[src/rtl/i2s_tx_pkg.sv]
package i2s_tx_pkg;

    typedef enum logic [1:0] {
        TXS_IDLE   = 2'd0,
        TXS_ZERO   = 2'd1,
        TXS_STREAM = 2'd2
    } txs_e;

endpackage

[src/rtl/i2s_tx_bitclk.sv]
// Bit clock generator: toggles after ratio+2 master-clock enables and
// flags the cycle whose edge produces a falling bit clock.
module i2s_tx_bitclk #(
    parameter int RATIO_W = 8
) (
    input  logic               clk,
    input  logic               rst_n,
    input  logic               run,
    input  logic               mclk_en,
    input  logic [RATIO_W-1:0] ratio,
    output logic               bclk,
    output logic               fall_tick
);
    localparam int CNT_W = RATIO_W + 1;

    logic [CNT_W-1:0] cnt;
    logic [CNT_W-1:0] last;
    logic             at_last;

    assign last      = CNT_W'(ratio) + CNT_W'(1);
    assign at_last   = mclk_en && (cnt == last);
    assign fall_tick = run && at_last && bclk;

    always_ff @(posedge clk or negedge rst_n) begin
        if (!rst_n) begin
            cnt  <= '0;
            bclk <= 1'b0;
        end else if (!run) begin
            cnt  <= '0;
            bclk <= 1'b0;
        end else if (mclk_en) begin
            if (cnt == last) begin
                cnt  <= '0;
                bclk <= ~bclk;
            end else begin
                cnt <= cnt + CNT_W'(1);
            end
        end
    end
endmodule

[src/rtl/i2s_tx_shifter.sv]
// MSB-first output shift register with parallel load.
module i2s_tx_shifter #(
    parameter int W = 32
) (
    input  logic         clk,
    input  logic         rst_n,
    input  logic         clr,
    input  logic         load,
    input  logic         shift,
    input  logic [W-1:0] load_val,
    output logic         msb
);
    logic [W-1:0] sreg;

    always_ff @(posedge clk or negedge rst_n) begin
        if (!rst_n) begin
            sreg <= '0;
        end else if (clr) begin
            sreg <= '0;
        end else if (load) begin
            sreg <= load_val;
        end else if (shift) begin
            sreg <= {sreg[W-2:0], 1'b0};
        end
    end

    assign msb = sreg[W-1];
endmodule

[src/rtl/i2s_tx_serializer.sv]
module i2s_tx_serializer
    import i2s_tx_pkg::*;
#(
    parameter  int SAMPLE_W = 32,
    parameter  int RATIO_W  = 8,
    localparam int RES_W    = $clog2(SAMPLE_W) + 1
) (
    input  logic                clk,
    input  logic                rst_n,
    input  logic                mclk_en,
    input  logic                tx_en,
    input  logic [RATIO_W-1:0]  ratio,
    input  logic [RES_W-1:0]    res,
    input  logic                fifo_empty,
    input  logic [SAMPLE_W-1:0] fifo_data,
    output logic                fifo_pop,
    output logic                bclk,
    output logic                ws,
    output logic                sdata
);
    localparam int SLOT_W  = $clog2(2 * SAMPLE_W);
    localparam int MIN_RES = 2;

    txs_e                state, state_nx;
    logic [RES_W-1:0]    res_q, res_clamped, pad;
    logic [RATIO_W-1:0]  ratio_q;
    logic [SLOT_W-1:0]   k, kn;
    logic [SLOT_W:0]     last_slot;
    logic                div_bclk, fall_tick, run;
    logic                slot_start, take_word, ws_next, msb;
    logic [SAMPLE_W-1:0] aligned, load_val;

    // resolution clamp applied when settings are latched
    always_comb begin
        if (res < RES_W'(MIN_RES))
            res_clamped = RES_W'(MIN_RES);
        else if (res > RES_W'(SAMPLE_W))
            res_clamped = RES_W'(SAMPLE_W);
        else
            res_clamped = res;
    end

    assign run = (state != TXS_IDLE);

    i2s_tx_bitclk #(.RATIO_W(RATIO_W)) u_bitclk (
        .clk       (clk),
        .rst_n     (rst_n),
        .run       (run),
        .mclk_en   (mclk_en),
        .ratio     (ratio_q),
        .bclk      (div_bclk),
        .fall_tick (fall_tick)
    );

    // slot position bookkeeping
    assign last_slot  = (SLOT_W+1)'({res_q, 1'b0}) - (SLOT_W+1)'(1);
    assign kn         = ({1'b0, k} == last_slot) ? '0 : k + SLOT_W'(1);
    assign slot_start = fall_tick &&
                        ((kn == '0) || ((SLOT_W+1)'(kn) == (SLOT_W+1)'(res_q)));
    assign ws_next    = ((SLOT_W+1)'(kn) >= (SLOT_W+1)'(res_q));
    assign take_word  = tx_en && slot_start &&
                        ((state == TXS_STREAM) || ((state == TXS_ZERO) && (kn == '0)));

    assign pad      = RES_W'(SAMPLE_W) - res_q;
    assign aligned  = fifo_data << pad;
    assign load_val = fifo_pop ? aligned : '0;

    i2s_tx_shifter #(.W(SAMPLE_W)) u_shift (
        .clk      (clk),
        .rst_n    (rst_n),
        .clr      (state == TXS_IDLE),
        .load     (slot_start),
        .shift    (fall_tick && !slot_start),
        .load_val (load_val),
        .msb      (msb)
    );

    // state register
    always_ff @(posedge clk or negedge rst_n) begin
        if (!rst_n) state <= TXS_IDLE;
        else        state <= state_nx;
    end

    // next-state logic
    always_comb begin
        state_nx = state;
        unique case (state)
            TXS_IDLE:   if (tx_en) state_nx = TXS_ZERO;
            TXS_ZERO: begin
                if (!tx_en)                       state_nx = TXS_IDLE;
                else if (fall_tick && kn == '0)   state_nx = TXS_STREAM;
            end
            TXS_STREAM: if (!tx_en) state_nx = TXS_IDLE;
            default:    state_nx = TXS_IDLE;
        endcase
    end

    // settings latch and slot counter
    always_ff @(posedge clk or negedge rst_n) begin
        if (!rst_n) begin
            k       <= '0;
            res_q   <= RES_W'(SAMPLE_W);
            ratio_q <= '0;
        end else if (state == TXS_IDLE) begin
            k <= '0;
            if (tx_en) begin
                res_q   <= res_clamped;
                ratio_q <= ratio;
            end
        end else if (fall_tick) begin
            k <= kn;
        end
    end

    // outputs
    always_comb begin
        bclk     = 1'b0;
        ws       = 1'b0;
        sdata    = 1'b0;
        fifo_pop = 1'b0;
        unique case (state)
            TXS_IDLE: ;
            TXS_ZERO, TXS_STREAM: begin
                bclk     = div_bclk;
                ws       = ws_next;
                sdata    = msb;
                fifo_pop = take_word && !fifo_empty;
            end
            default: ;
        endcase
    end
endmodule

[config.mk]
export PLATFORM = sky130hd
export DESIGN_NAME = i2s_tx_serializer
export DESIGN_NICKNAME = d
export VERILOG_FILES = /design/src/rtl/i2s_tx_pkg.sv /design/src/rtl/i2s_tx_bitclk.sv /design/src/rtl/i2s_tx_shifter.sv /design/src/rtl/i2s_tx_serializer.sv
export SDC_FILE = /design/constraint.sdc
export NUM_CORES = 1
export LEC_CHECK = 0
export CAP_MARGIN = 20
export CORE_MARGIN = 2
export CORE_UTILIZATION = 48
export CTS_BUF_LIST = sky130_fd_sc_hd__clkbuf_8
export DETAILED_ROUTE_END_ITERATION = 8
export PLACE_DENSITY = 0.7
export REMOVE_ABC_BUFFERS = 1
export SLEW_MARGIN = 20
export SYNTH_ARGS = -nofsm -noshare
export SYNTH_HDL_FRONTEND = slang
export SYNTH_HIERARCHICAL = 1
export SYNTH_SLANG_ARGS = --single-unit
[constraint.sdc]
create_clock -name clk -period 5 [get_ports clk]
set_clock_uncertainty 0.2 [all_clocks]
set_input_delay 1 -clock clk [delete_from_list [all_inputs] [get_ports clk]]
set_output_delay 1 -clock clk [all_outputs]
set_load 0.01 [all_outputs]
==> results of run 1 <==
-- registers in the layout, indices dropped and copies added, names as in the netlist --
| register | cells |
|---|---|
| ratio_q | 8 |
| u_bitclk/cnt | 9 |
| k | 6 |
| u_bitclk/bclk | 1 |
| u_shift/sreg | 32 |
| res_q | 6 |
| state | 2 |
-- placed cells by master (no fill, tap or decap), types with 13 or more instances in the layout --
cell type | synthesis | layout
mux2_2 | 14 | 14
a211oi_2 | 30 | 30
mux4_2 | 26 | 26
xor2_1 | 14 | 13
nor2_1 | 29 | 28
clkdlybuf4s50_1 | 0 | 53
buf_4 | 2 | 15
nand3_1 | 26 | 26
nand2_1 | 79 | 78
inv_1 | 15 | 14
a21oi_1 | 53 | 52
nor2b_1 | 36 | 36
mux2i_1 | 57 | 57
dfrtp_1 | 63 | 60
a32oi_1 | 16 | 16
xnor2_1 | 20 | 19
-- path summary, 6_finish.rpt --
check | slack, ps | from | end | depth (start not counted)
min in group asynchronous | 540 | rst_n | u_shift/sreg[5]$_DFFE_PN0P_ | 1
setup / recovery | 160 | ratio_q[0]$_DFFE_PN0P_ | fifo_pop | 12
max in group asynchronous | 3100 | rst_n | res_q[5]$_DFFE_PN1P_ | 2
setup reg to reg | 1200 | res_q[1]$_DFFE_PN0P_ | u_shift/sreg[0]$_DFFE_PN0P_ | 15
hold reg to reg | 350 | ratio_q[7]$_DFFE_PN0P_ | ratio_q[7]$_DFFE_PN0P_ | 1
hold / removal | 350 | ratio_q[7]$_DFFE_PN0P_ | ratio_q[7]$_DFFE_PN0P_ | 1
-- worst register-to-register path, delay by kind of cell, from the launching register on --
kind | cells | cell delay, ps
AOI/OAI and AO/OA | 1 | 140
xor gates and xnor gates | 1 | 150
buffers and inverters | 3 | 490
DFF | 1 | 430
adders and majority gates | 2 | 550
and+or+nand+nor | 8 | 1730
-- report_power, final --
part           total (mW)  leakage (nW)  internal (mW)  switching [mW]
clock               0.417        0.0845          0.194           0.223
combinational        2.20          1.65          0.887            1.31
sequential          0.680         0.862          0.578           0.102
total                3.30          2.59           1.66            1.64
-- cell families after synthesis --
| logic type | count (synthesis) | synth area share |
|---|---|---|
| muxes | 97 | 0.212 |
| xor gates and xnor gates | 34 | 0.0482 |
| adders and majority gates | 14 | 0.0283 |
| and+or+nand+nor | 228 | 0.191 |
| buffers and inverters | 71 | 0.0700 |
| AOI/OAI and AO/OA | 150 | 0.191 |
| DFF | 64 | 0.259 |
-- stage by stage --
step,instances,cell area [um^2],TNS (ps),util
2_1_floorplan,603,5810,-68660,-
3_3_place_gp,840,6670,0,0.529
3_5_place_dp,840,6670,0,0.529
4_1_cts,857,6880,0,0.545
5_1_grt,862,6940,-47.9,0.550
6_report,862,6940,0,0.550
-- what timing repair did --
action | CTS | global route
setup endpoints to repair | 1 | 2
gates resized for setup | 5 | 6
cloned | 0 | 1
buffers inserted | 1 | 3
pin swaps | 0 | 4
-- final cells by class --
| class | instances | area [um^2] |
|---|---|---|
| Timing Repair Buffer | 70 | 663 |
| Sequential cell | 64 | 1610 |
| Multi-Input combinational cell | 524 | 4210 |
| Inverter | 16 | 60.1 |
| Clock buffer | 10 | 138 |
| Clock inverter | 6 | 45.0 |
| Tap cell | 172 | 215 |
| Fill cell | 1163 | 5680 |
-- routing by layer --
metal / wire, um / track usage / up-vias / share of wire
li1: - / - / 2480 / -
met1: 6700 / 0.295 / 2431 / 0.46
met2: 6870 / 0.339 / 141 / 0.47
met3: 728 / 0.0378 / 22 / 0.050
met4: 260 / 0.0670 / 0 / 0.018
met5: 0 / 0 / - / 0
==> metrics.md, run 1 <==
| Metric | Value |
|---|---|
| NumNets Final | `750` |
| Initial core utilization | `0.490` |
| CP Launch Type | `register` |
| Router iterations before antenna repair | `5` |
| Synth top area share | `0.255` |
| Detailed Place HPWL | `10600 um` |
| Final wirelength | `14600 um` |
| TritonCTS buffer count | `9` |
| Worst Setup End Kind | `output pin` |
| Worst rel slew slack | `0.291` |
| CTS Sinks | `64` |
| Pwr Total | `3.30 mW` |
| H-tree depth | `3` |
| Vias in the first global route | `4962` |
| Num ports | `55` |
| Initial antenna violation count | `0` |
| Pwr Density | `475 mW/mm^2` |
| Post-synth EDFFs | `0` |
| Grt total ovfl | `0` |
| Netlist cell types | `66` |
| Pre-CTS WS | `205 ps` |
| Ys async rst share | `1.00` |
| Core footprint | `0.0126 mm^2` |
| Synth top cells by count | `nand2_1 (79), dfrtp_1 (63), mux2i_1 (57), a21oi_1 (53), nor2b_1 (36)` |
| Syn avg cell area | `9.40 um^2` |
| Leading area contributor after synthesis | `dfrtp_1` |
| Via density per instance | `5.89` |
| Hold buffer count at CTS | `0` |
| Routed wire length per instance | `16.9 um` |
| Largest stage delay on the critical path | `between 500 and 600 ps` |
| Setup ws final | `156 ps` |
| Post-detailed-route count of antenna-violating nets | `0` |
| Count leader, synth | `nand2_1` |
| CP required | `3800 ps` |
| Worst endpoint data arrival time | `3640 ps` |
| Worst Path Buf+Inv | `1` |
| Clock-pin slew on the worst setup and hold paths | `80 ps` |
| Crit-path leading delay family | `simple AND/OR/NAND/NOR gates` |
| Initial DRC count | `~440` |
| Die height | `118 um` |
| Finish-stage setup viols | `0` |
| Worst Hold Class | `register to register` |
| GP Congestion | `0.857` |
| Final Hold Viols | `0` |
| Die area | `between 0.01 and 0.015 mm^2` |
| N_diodes | `0` |
| Ys Warns | `6` |
| Fin Hold WS | `approximately 350 ps` |
| Tcrit/Tclk final | `0.969` |
| Via count | `5074` |
| Max VDD drop | `about 0.00026 V` |
| CTS root buf | `clkbuf_8` |
| Status | `finished, final reports clean` |
| Top post-synthesis cells by area | `dfrtp_1 (25%), mux4_2 (9.5%), mux2i_1 (9.2%), a211oi_2 (6.1%), nand2_1 (4.8%)` |
| Pin count of the biggest net entering global routing | `42` |
| Number of remaining DRC errors | `0` |
| Later-pin clock latency in the skew report | `360 ps` |
| Syn Inst Count | `between 600 and 700` |
| Tmin final | `4840 ps` |
| Port Buf Inserts | `54` |
| Max-cap violation count | `0` |
| DIE WIDTH | `118 um` |
| Register area share after synthesis | `0.259` |
| Max FO, Critical Path | `8` |
| Slew @ Worst Pin | `1060 ps` |
| Seq cells post-synth | `64` |
| CP Class | `register to output pin` |
| Post-Syn Area | `just over 0.006 mm^2` |
| Top_reg_cell synth | `dfrtp_1` |
| Max-slew violation count | `0` |
| Overall Global Routing Usage | `0.212` |
| CP max stage cell | `clkdlybuf4s50_1` |
| Critical Path, Cell by Cell | `ha_2, a21o_1, a311o_1, a31oi_2, nor2_1, and4b_2, and4_1, and4b_2, nand2_1, a21o_4, nand2_1, clkdlybuf4s50_1` |
| Area delta synth->final | `12.2%` |
| Fmax | `between 0.2 and 0.25 GHz` |
| FP Rows | `41` |
| Share of layout cells above drive strength 1 | `0.197` |
| CTS Buffer Depth | `2` |
| CTS tree | `built` |
| First-pass GRT wire length | `~24000 um` |
| Leakage | `about 2.6 nW` |
Note: power is estimated with default switching activity, not from simulation.
==> run 2: changes to the inputs <==
Settings changed: DONT_BUFFER_PORTS from default to 1, PLACE_DENSITY 0.7 to 0.65.
==> run 2 against run 1 <==
- power is 1.4% higher
- wire length is 2.5% lower
- non-clock buffer count is 57 lower
- clock power is 21% higher
- via count is 4.3% lower
- sequential share of layout area is 1.9 points higher
- hold slack worse by 200 ps
- register-to-register slack worse by 350 ps
- first-iteration DRC count is 38% lower
- sequential power is 1% higher
- global-route usage is 0.65 points lower
- critical endpoint unchanged
- largest power group unchanged
==> metrics.md, run 2 (synthesis gave the netlist of run 1 again) <==
| Metric | Value |
|---|---|
| Overall Global Routing Usage | `0.206` |
| Worst-case reg-to-reg path depth | `16` |
| Largest stage delay on the critical path | `470 ps` |
| CTS Buffer Depth | `2` |
| Max-cap violation count | `0` |
| Fmax | `between 0.2 and 0.25 GHz` |
| Hold buffer count at CTS | `0` |
| Fin Hold WS | `146 ps` |
| Sw Pwr | `1.63 mW` |
| N_diodes | `0` |
| Max VDD drop | `between 0.0004 and 0.0005 V` |
| Initial DRC count | `~270` |
| CTS tree | `built` |
| CP max stage cell | `dfrtp_1` |
| Logic gate share of total power | `0.644` |
| Routed wire length per instance | `17.7 um` |
| NumNets Final | `approximately 700` |
| Met2 Routed Length | `6600 um` |
| Worst Setup End Kind | `output pin` |
| Worst Hold Class | `input pin to async pin` |
| Via count | `4857` |
| DR top layer | `met4` |
| R2r startpoint | `res_q[1]$_DFFE_PN0P_` |
| R2r endpoint | `u_shift/sreg[27]$_DFFE_PN0P_` |
| GP Congestion | `~0.89` |
| Initial core utilization | `0.490` |
| Regs by FF count | `u_shift/sreg: 32 flops, u_bitclk/cnt: 9 flops, ratio_q: 8 flops` |
| Worst Path Buf+Inv | `1` |
| Core footprint | `0.0126 mm^2` |
| CP Launch Type | `register` |
| First-pass GRT wire length | `about 23000 um` |
| Later-pin clock latency in the skew report | `between 300 and 400 ps` |
| WL met1 | `6860 um` |
| Initial antenna violation count | `0` |
| Final wirelength | `14200 um` |
| Pin count of the biggest net entering global routing | `65` |
| Detailed Place HPWL | `10400 um` |
| Via density per instance | `6.04` |
| Status | `finished, final reports clean` |
| FF-to-FF setup slack | `between 800 and 900 ps` |
| Slew @ Worst Pin | `755 ps` |
| Port Buf Inserts | `0` |
| Net Sw Frac | `0.488` |
| Max FO, Critical Path | `33` |
| CP required | `approximately 3800 ps` |
| Post-cts resize count | `0` |
| Grt total ovfl | `0` |
| Share of layout cells above drive strength 1 | `0.193` |
| Clock group share of total power | `0.150` |
| Clock-pin slew on the worst setup and hold paths | `about 80 ps` |
| Area delta synth->final | `3.46%` |
| Final Hold Viols | `0` |
| H-tree depth | `3` |
| Pint | `about 1.7 mW` |
| TritonCTS buffer count | `9` |
| Worst rel slew slack | `0.496` |
| Finish-stage setup viols | `0` |
| Crit. path cell count | `12` |
| Detail Route met3 WL | `510 um` |
| Worst endpoint data arrival time | `around 3600 ps` |
| Tmin final | `4760 ps` |
| Post CTS Setup Buffer Count | `0` |
| Leakage | `2.40 nW` |
| Router iterations before antenna repair | `5` |
| Biggest register | `u_shift/sreg` |
| Tcrit/Tclk final | `0.952` |
| Commonest non-fill, non-tap cells in the layout | `nand2_1 (79), dfrtp_1 (62), mux2i_1 (57), a21oi_1 (53), nor2b_1 (36)` |
| Most common cell after layout, fill and taps aside | `nand2_1` |
| Post-detailed-route count of antenna-violating nets | `0` |
| CTS root buf | `clkbuf_8` |
| Pwr Density | `523 mW/mm^2` |
| Share of total power in sequential cells | `0.206` |
| Die area | `0.0138 mm^2` |
| Crit-path leading delay family | `simple AND/OR/NAND/NOR gates` |
| Num ports | `55` |
| Max-slew violation count | `0` |
| Max reg flops | `32` |
| Critical Path, Cell by Cell | `ha_1, a21o_1, a311o_1, a31oi_1, nor2_1, and4b_1, and4_1, buf_4, and4b_1, nand2_1, a21o_4, nand2_1` |
| CP Class | `register to output pin` |
| Die height | `118 um` |
| CTS Sinks | `64` |
| DIE WIDTH | `around 120 um` |
| Vias in the first global route | `4656` |
| RSZ-0062 raised after global routing | `no` |
| Number of remaining DRC errors | `0` |
| Fin Setup TNS | `0 ps` |
| FP Rows | `41` |
run 2: cell types whose count changed in the layout (fill, tap and decap cells not counted), moves of 2 or more:
cell	change
clkinvlp_4	-2
and4b_1	+2
and4b_2	-2
dfrtp_2	-2
clkdlybuf4s50_1	-53
buf_4	-3
dfrtp_1	+2
bufinv_16	+2
run 2: power groups by stage:
stage	sequential (mW)	clock, mW	combinational [mW]
global placement	0.691	0	2.08
detailed placement	0.696	0	2.08
global route	0.702	0.534	2.34
floorplan	0.699	0	1.60
CTS	0.686	0.514	2.10
finish	0.688	0.503	2.15
run 2: cell type report:
class / count / area [um^2]
Timing Repair Buffer: 13 / 105
Sequential cell: 64 / 1600
Multi-Input combinational cell: 523 / 4190
Clock inverter: 7 / 95.1
Tap cell: 172 / 215
Inverter: 16 / 60.1
Clock buffer: 9 / 124
Fill cell: 1183 / 6220
run 2: metal layers:
metal / vias to the layer above / global-route usage
met2: 103 / 0.318
met4: 0 / 0.0617
li1: 2359 / -
met5: - / 0
met1: 2374 / 0.294
met3: 21 / 0.0407
run 2: how the worst max path moves through the flow:
stage	from	end
finish	ratio_q[0]$_DFFE_PN0P_	fifo_pop
global route	ratio_q[0]$_DFFE_PN0P_	fifo_pop
CTS	ratio_q[0]$_DFFE_PN0P_	fifo_pop
detailed placement	ratio_q[0]$_DFFE_PN0P_	fifo_pop
global placement	ratio_q[0]$_DFFE_PN0P_	fifo_pop
floorplan	res_q[0]$_DFFE_PN0P_	u_shift/sreg[27]$_DFFE_PN0P_
run 2: metrics by stage:
| step | setup slack (ps) | util | cell area, um^2 | cells | power [mW] |
|---|---|---|---|---|---|
| floorplan | -2180 | - | 5810 | 603 | 2.30 |
| global placement | 756 | 0.487 | 6140 | 787 | 2.77 |
| detailed placement | 683 | 0.487 | 6140 | 787 | 2.78 |
| CTS | 259 | 0.504 | 6360 | 803 | 3.30 |
| global route | 45.4 | 0.507 | 6400 | 804 | 3.58 |
| finish | 239 | 0.507 | 6400 | 804 | 3.34 |
==> run 3: changes to the inputs <==
Settings changed: ABC_AREA from default to 1.
==> run 3 against run 2 <==
- critical path depth is 5 higher
- setup slack better by 220 ps
- cell count is 36% higher
- count of clock-buffer cells in the layout is 2 higher
- hold slack worse by 8.2 ps
- final area is 5.3% lower
==> metrics.md, run 3 <==
| Metric | Value |
|---|---|
| Status | `finished, final reports clean` |
| Ys Warns | `6` |
| H-tree depth | `3` |
| CP required | `3800 ps` |
| GP Congestion | `0.927` |
| Register area share after synthesis | `0.275` |
| Initial core utilization | `0.488` |
| Die height | `114 um` |
| Clock-pin slew on the worst setup and hold paths | `approximately 70 ps` |
| Final wirelength | `roughly 14000 um` |
| CTS Buffer Depth | `2` |
| Biggest register | `u_shift/sreg` |
| Num ports | `55` |
| Port Buf Inserts | `0` |
| Synth top area share | `0.270` |
| Max-slew violation count | `0` |
| Fin Hold WS | `137 ps` |
| Commonest non-fill, non-tap cells in the layout | `nand2_1 (413), inv_1 (96), nand3_1 (70), o21ai_0 (69), dfrtp_1 (63)` |
| Pin count of the biggest net entering global routing | `65` |
| Detailed Place HPWL | `approximately 11000 um` |
| Max reg flops | `32` |
| Synth Area in Compound Gates | `0.126` |
| Largest family of logic cells by synthesized area | `simple AND/OR/NAND/NOR gates` |
| Synth Area in Simple Gates | `0.436` |
| FF+latch area | `0.00160 mm^2` |
| Tcrit/Tclk final | `0.908` |
| Netlist cell types | `48` |
| Share of layout cells above drive strength 1 | `0.0709` |
| DIE WIDTH | `114 um` |
| RSZ-0062 raised after global routing | `no` |
| CTS Sinks | `64` |
| Overall Global Routing Usage | `0.234` |
| Post-synth EDFFs | `0` |
| Crit-path leading delay family | `simple AND/OR/NAND/NOR gates` |
| Syn Inst Count | `965` |
| Max VDD drop | `0.000355 V` |
| CP max stage cell | `dfrtp_1` |
| Syn avg cell area | `a little over 6 um^2` |
| Grt total ovfl | `0` |
| Fmax | `0.220 GHz` |
| CTS tree | `built` |
| Later-pin clock latency in the skew report | `360 ps` |
| Leading area contributor after synthesis | `dfrtp_1` |
| Multiplexer share of the synthesized area | `0.00514` |
| Initial DRC count | `404` |
| Post-Syn Area | `0.00584 mm^2` |
| Worst Path Buf+Inv | `4` |
| Placed Cells | `approximately 1100` |
| Vias in the first global route | `5392` |
| Worst rel slew slack | `0.393` |
| Routed wire length per instance | `13.0 um` |
| Initial antenna violation count | `0` |
| CP Class | `register to output pin` |
| Footprint of the multi-input gates | `about 0.0036 mm^2` |
| Max-cap violation count | `0` |
| Fillers | `1285` |
| CTS root buf | `clkbuf_8` |
| Top post-synthesis cells by area | `dfrtp_1 (27%), nand2_1 (27%), nand3_1 (6.0%), inv_1 (5.9%), o21ai_0 (5.9%)` |
| Post-cts resize count | `0` |
| Top_reg_cell synth | `dfrtp_1` |
| Seq cells post-synth | `between 60 and 70` |
| FF-to-FF setup slack | `810 ps` |
| Finish-stage setup viols | `0` |
| Area delta synth->final | `3.79%` |
| Max FO, Critical Path | `35` |
| Critical Path, Cell by Cell | `inv_2, buf_4, nand4_1, nand2_1, nand2_1, nor2_2, nand2_2, inv_1, nor2_1, ha_1, nand2_1, nor2_1, nand3_1, a21oi_4, nand2_2, nor2_1, buf_4` |
| Post CTS Setup Buffer Count | `0` |
| Regs by FF count | `u_shift/sreg: 32 flops, u_bitclk/cnt: 9 flops, ratio_q: 8 flops` |
| R2r endpoint | `u_shift/sreg[6]$_DFFE_PN0P_` |
| Count leader, synth | `nand2_1` |
| Worst Setup End Kind | `output pin` |
| Via density per instance | `5.17` |
| N_diodes | `0` |
| Router iterations before antenna repair | `6` |
| R2r startpoint | `res_q[0]$_DFFE_PN0P_` |
| NumNets Final | `~1000` |
| Largest stage delay on the critical path | `390 ps` |
| Tmin final | `4540 ps` |
| Die area | `0.0131 mm^2` |
| Pwr Density | `684 mW/mm^2` |
| Worst-case reg-to-reg path depth | `19` |
| Ys async rst share | `1.00` |
| Core footprint | `0.0120 mm^2` |
| Fin cells | `between 1000 and 1500` |
| Final Hold Viols | `0` |
| Worst Hold Class | `input pin to async pin` |
| Post-detailed-route count of antenna-violating nets | `0` |
| Hold buffer count at CTS | `0` |
| Adder-Cell Fraction of Synth Area | `0.0300` |
| Worst endpoint data arrival time | `3340 ps` |
| Synth Area in XOR/XNOR | `0.0240` |
| Number of remaining DRC errors | `0` |
| Synth top cells by count | `nand2_1 (413), inv_1 (92), nand3_1 (70), o21ai_0 (69), dfrtp_1 (63)` |
| CP Launch Type | `register` |
| Leakage | `3.12 nW` |
| TritonCTS buffer count | `9` |
| Pwr Total | `roughly 4.1 mW` |
| Slew @ Worst Pin | `910 ps` |
| Via count | `5646` |
| FP Rows | `40` |
| Most common cell after layout, fill and taps aside | `nand2_1` |
| First-pass GRT wire length | `around 25000 um` |
==> run 3: changes by cell type in the layout (fill, tap and decap cells not counted), sizes merged, moves of 16 or more <==
cell    previous run  this run
nand2             80       421
inv               16       104
o21ai             10        72
mux2i             57         3
nand3             26        71
a21oi             56        18
nor2              31        67
nor2b             36         0
a211oi            33         0
mux4              26         0
o211ai             2        21
a32oi             16         0
==> run 3: worst max-delay path by stage <==
| stage | startpoint | to | depth (start not counted) | slack (ps) |
|---|---|---|---|---|
| 6_report | res_q[0]$_DFFE_PN0P_ | fifo_pop | 17 | 460 |
| 5_1_grt | res_q[1]$_DFFE_PN0P_ | fifo_pop | 19 | 120 |
| 4_1_cts | res_q[1]$_DFFE_PN0P_ | fifo_pop | 19 | 430 |
| 3_5_place_dp | res_q[1]$_DFFE_PN0P_ | u_shift/sreg[6]$_DFFE_PN0P_ | 21 | 810 |
| 3_3_place_gp | res_q[1]$_DFFE_PN0P_ | u_shift/sreg[25]$_DFFE_PN0P_ | 20 | 890 |
| 2_1_floorplan | res_q[0]$_DFFE_PN0P_ | fifo_pop | 18 | -1040 |
==> run 3: cells by family after synthesis <==
kind of cell    Yosys count
xor+xnor                 16
flops                    64
mux                       3
fa+ha+maj                14
buf+inv                 145
compound gates          124
simple gates            599
==> run 3: metrics by stage <==
step,setup slack [ps],utilization,setup TNS (ps),cell area [um^2]
floorplan,-1040,-,-13850,5610
CTS,435,0.506,0,6060
global placement,893,0.490,0,5860
finish,460,0.506,0,6060
detailed placement,807,0.490,0,5860
global route,123,0.506,0,6060
==> run 3: area by class of cell <==
cell class	count	share of cell area
multi-input cells	756	0.600
flip-flops and latches	64	0.265
inverters	101	0.0630
well taps	147	0.0304
clock buffers	11	0.0250
repair buffers	8	0.00991
clock inverters	5	0.00743
==> run 3: power by group <==
group | switching (mW) | leakage (nW) | internal (mW) | total, mW
registers | 0.104 | 0.862 | 0.615 | 0.719
logic | 2.06 | 2.14 | 0.909 | 2.97
clock network | 0.207 | 0.115 | 0.251 | 0.458
==> run 3: routing by layer <==
| metal | track usage | vias to the layer above | wire (um) |
|---|---|---|---|
| li1 | - | 2998 | - |
| met1 | 0.310 | 2520 | 6940 |
| met2 | 0.393 | 111 | 6620 |
| met3 | 0.0392 | 17 | 508 |
| met4 | 0.0642 | 0 | 182 |
| met5 | 0 | - | 0 |
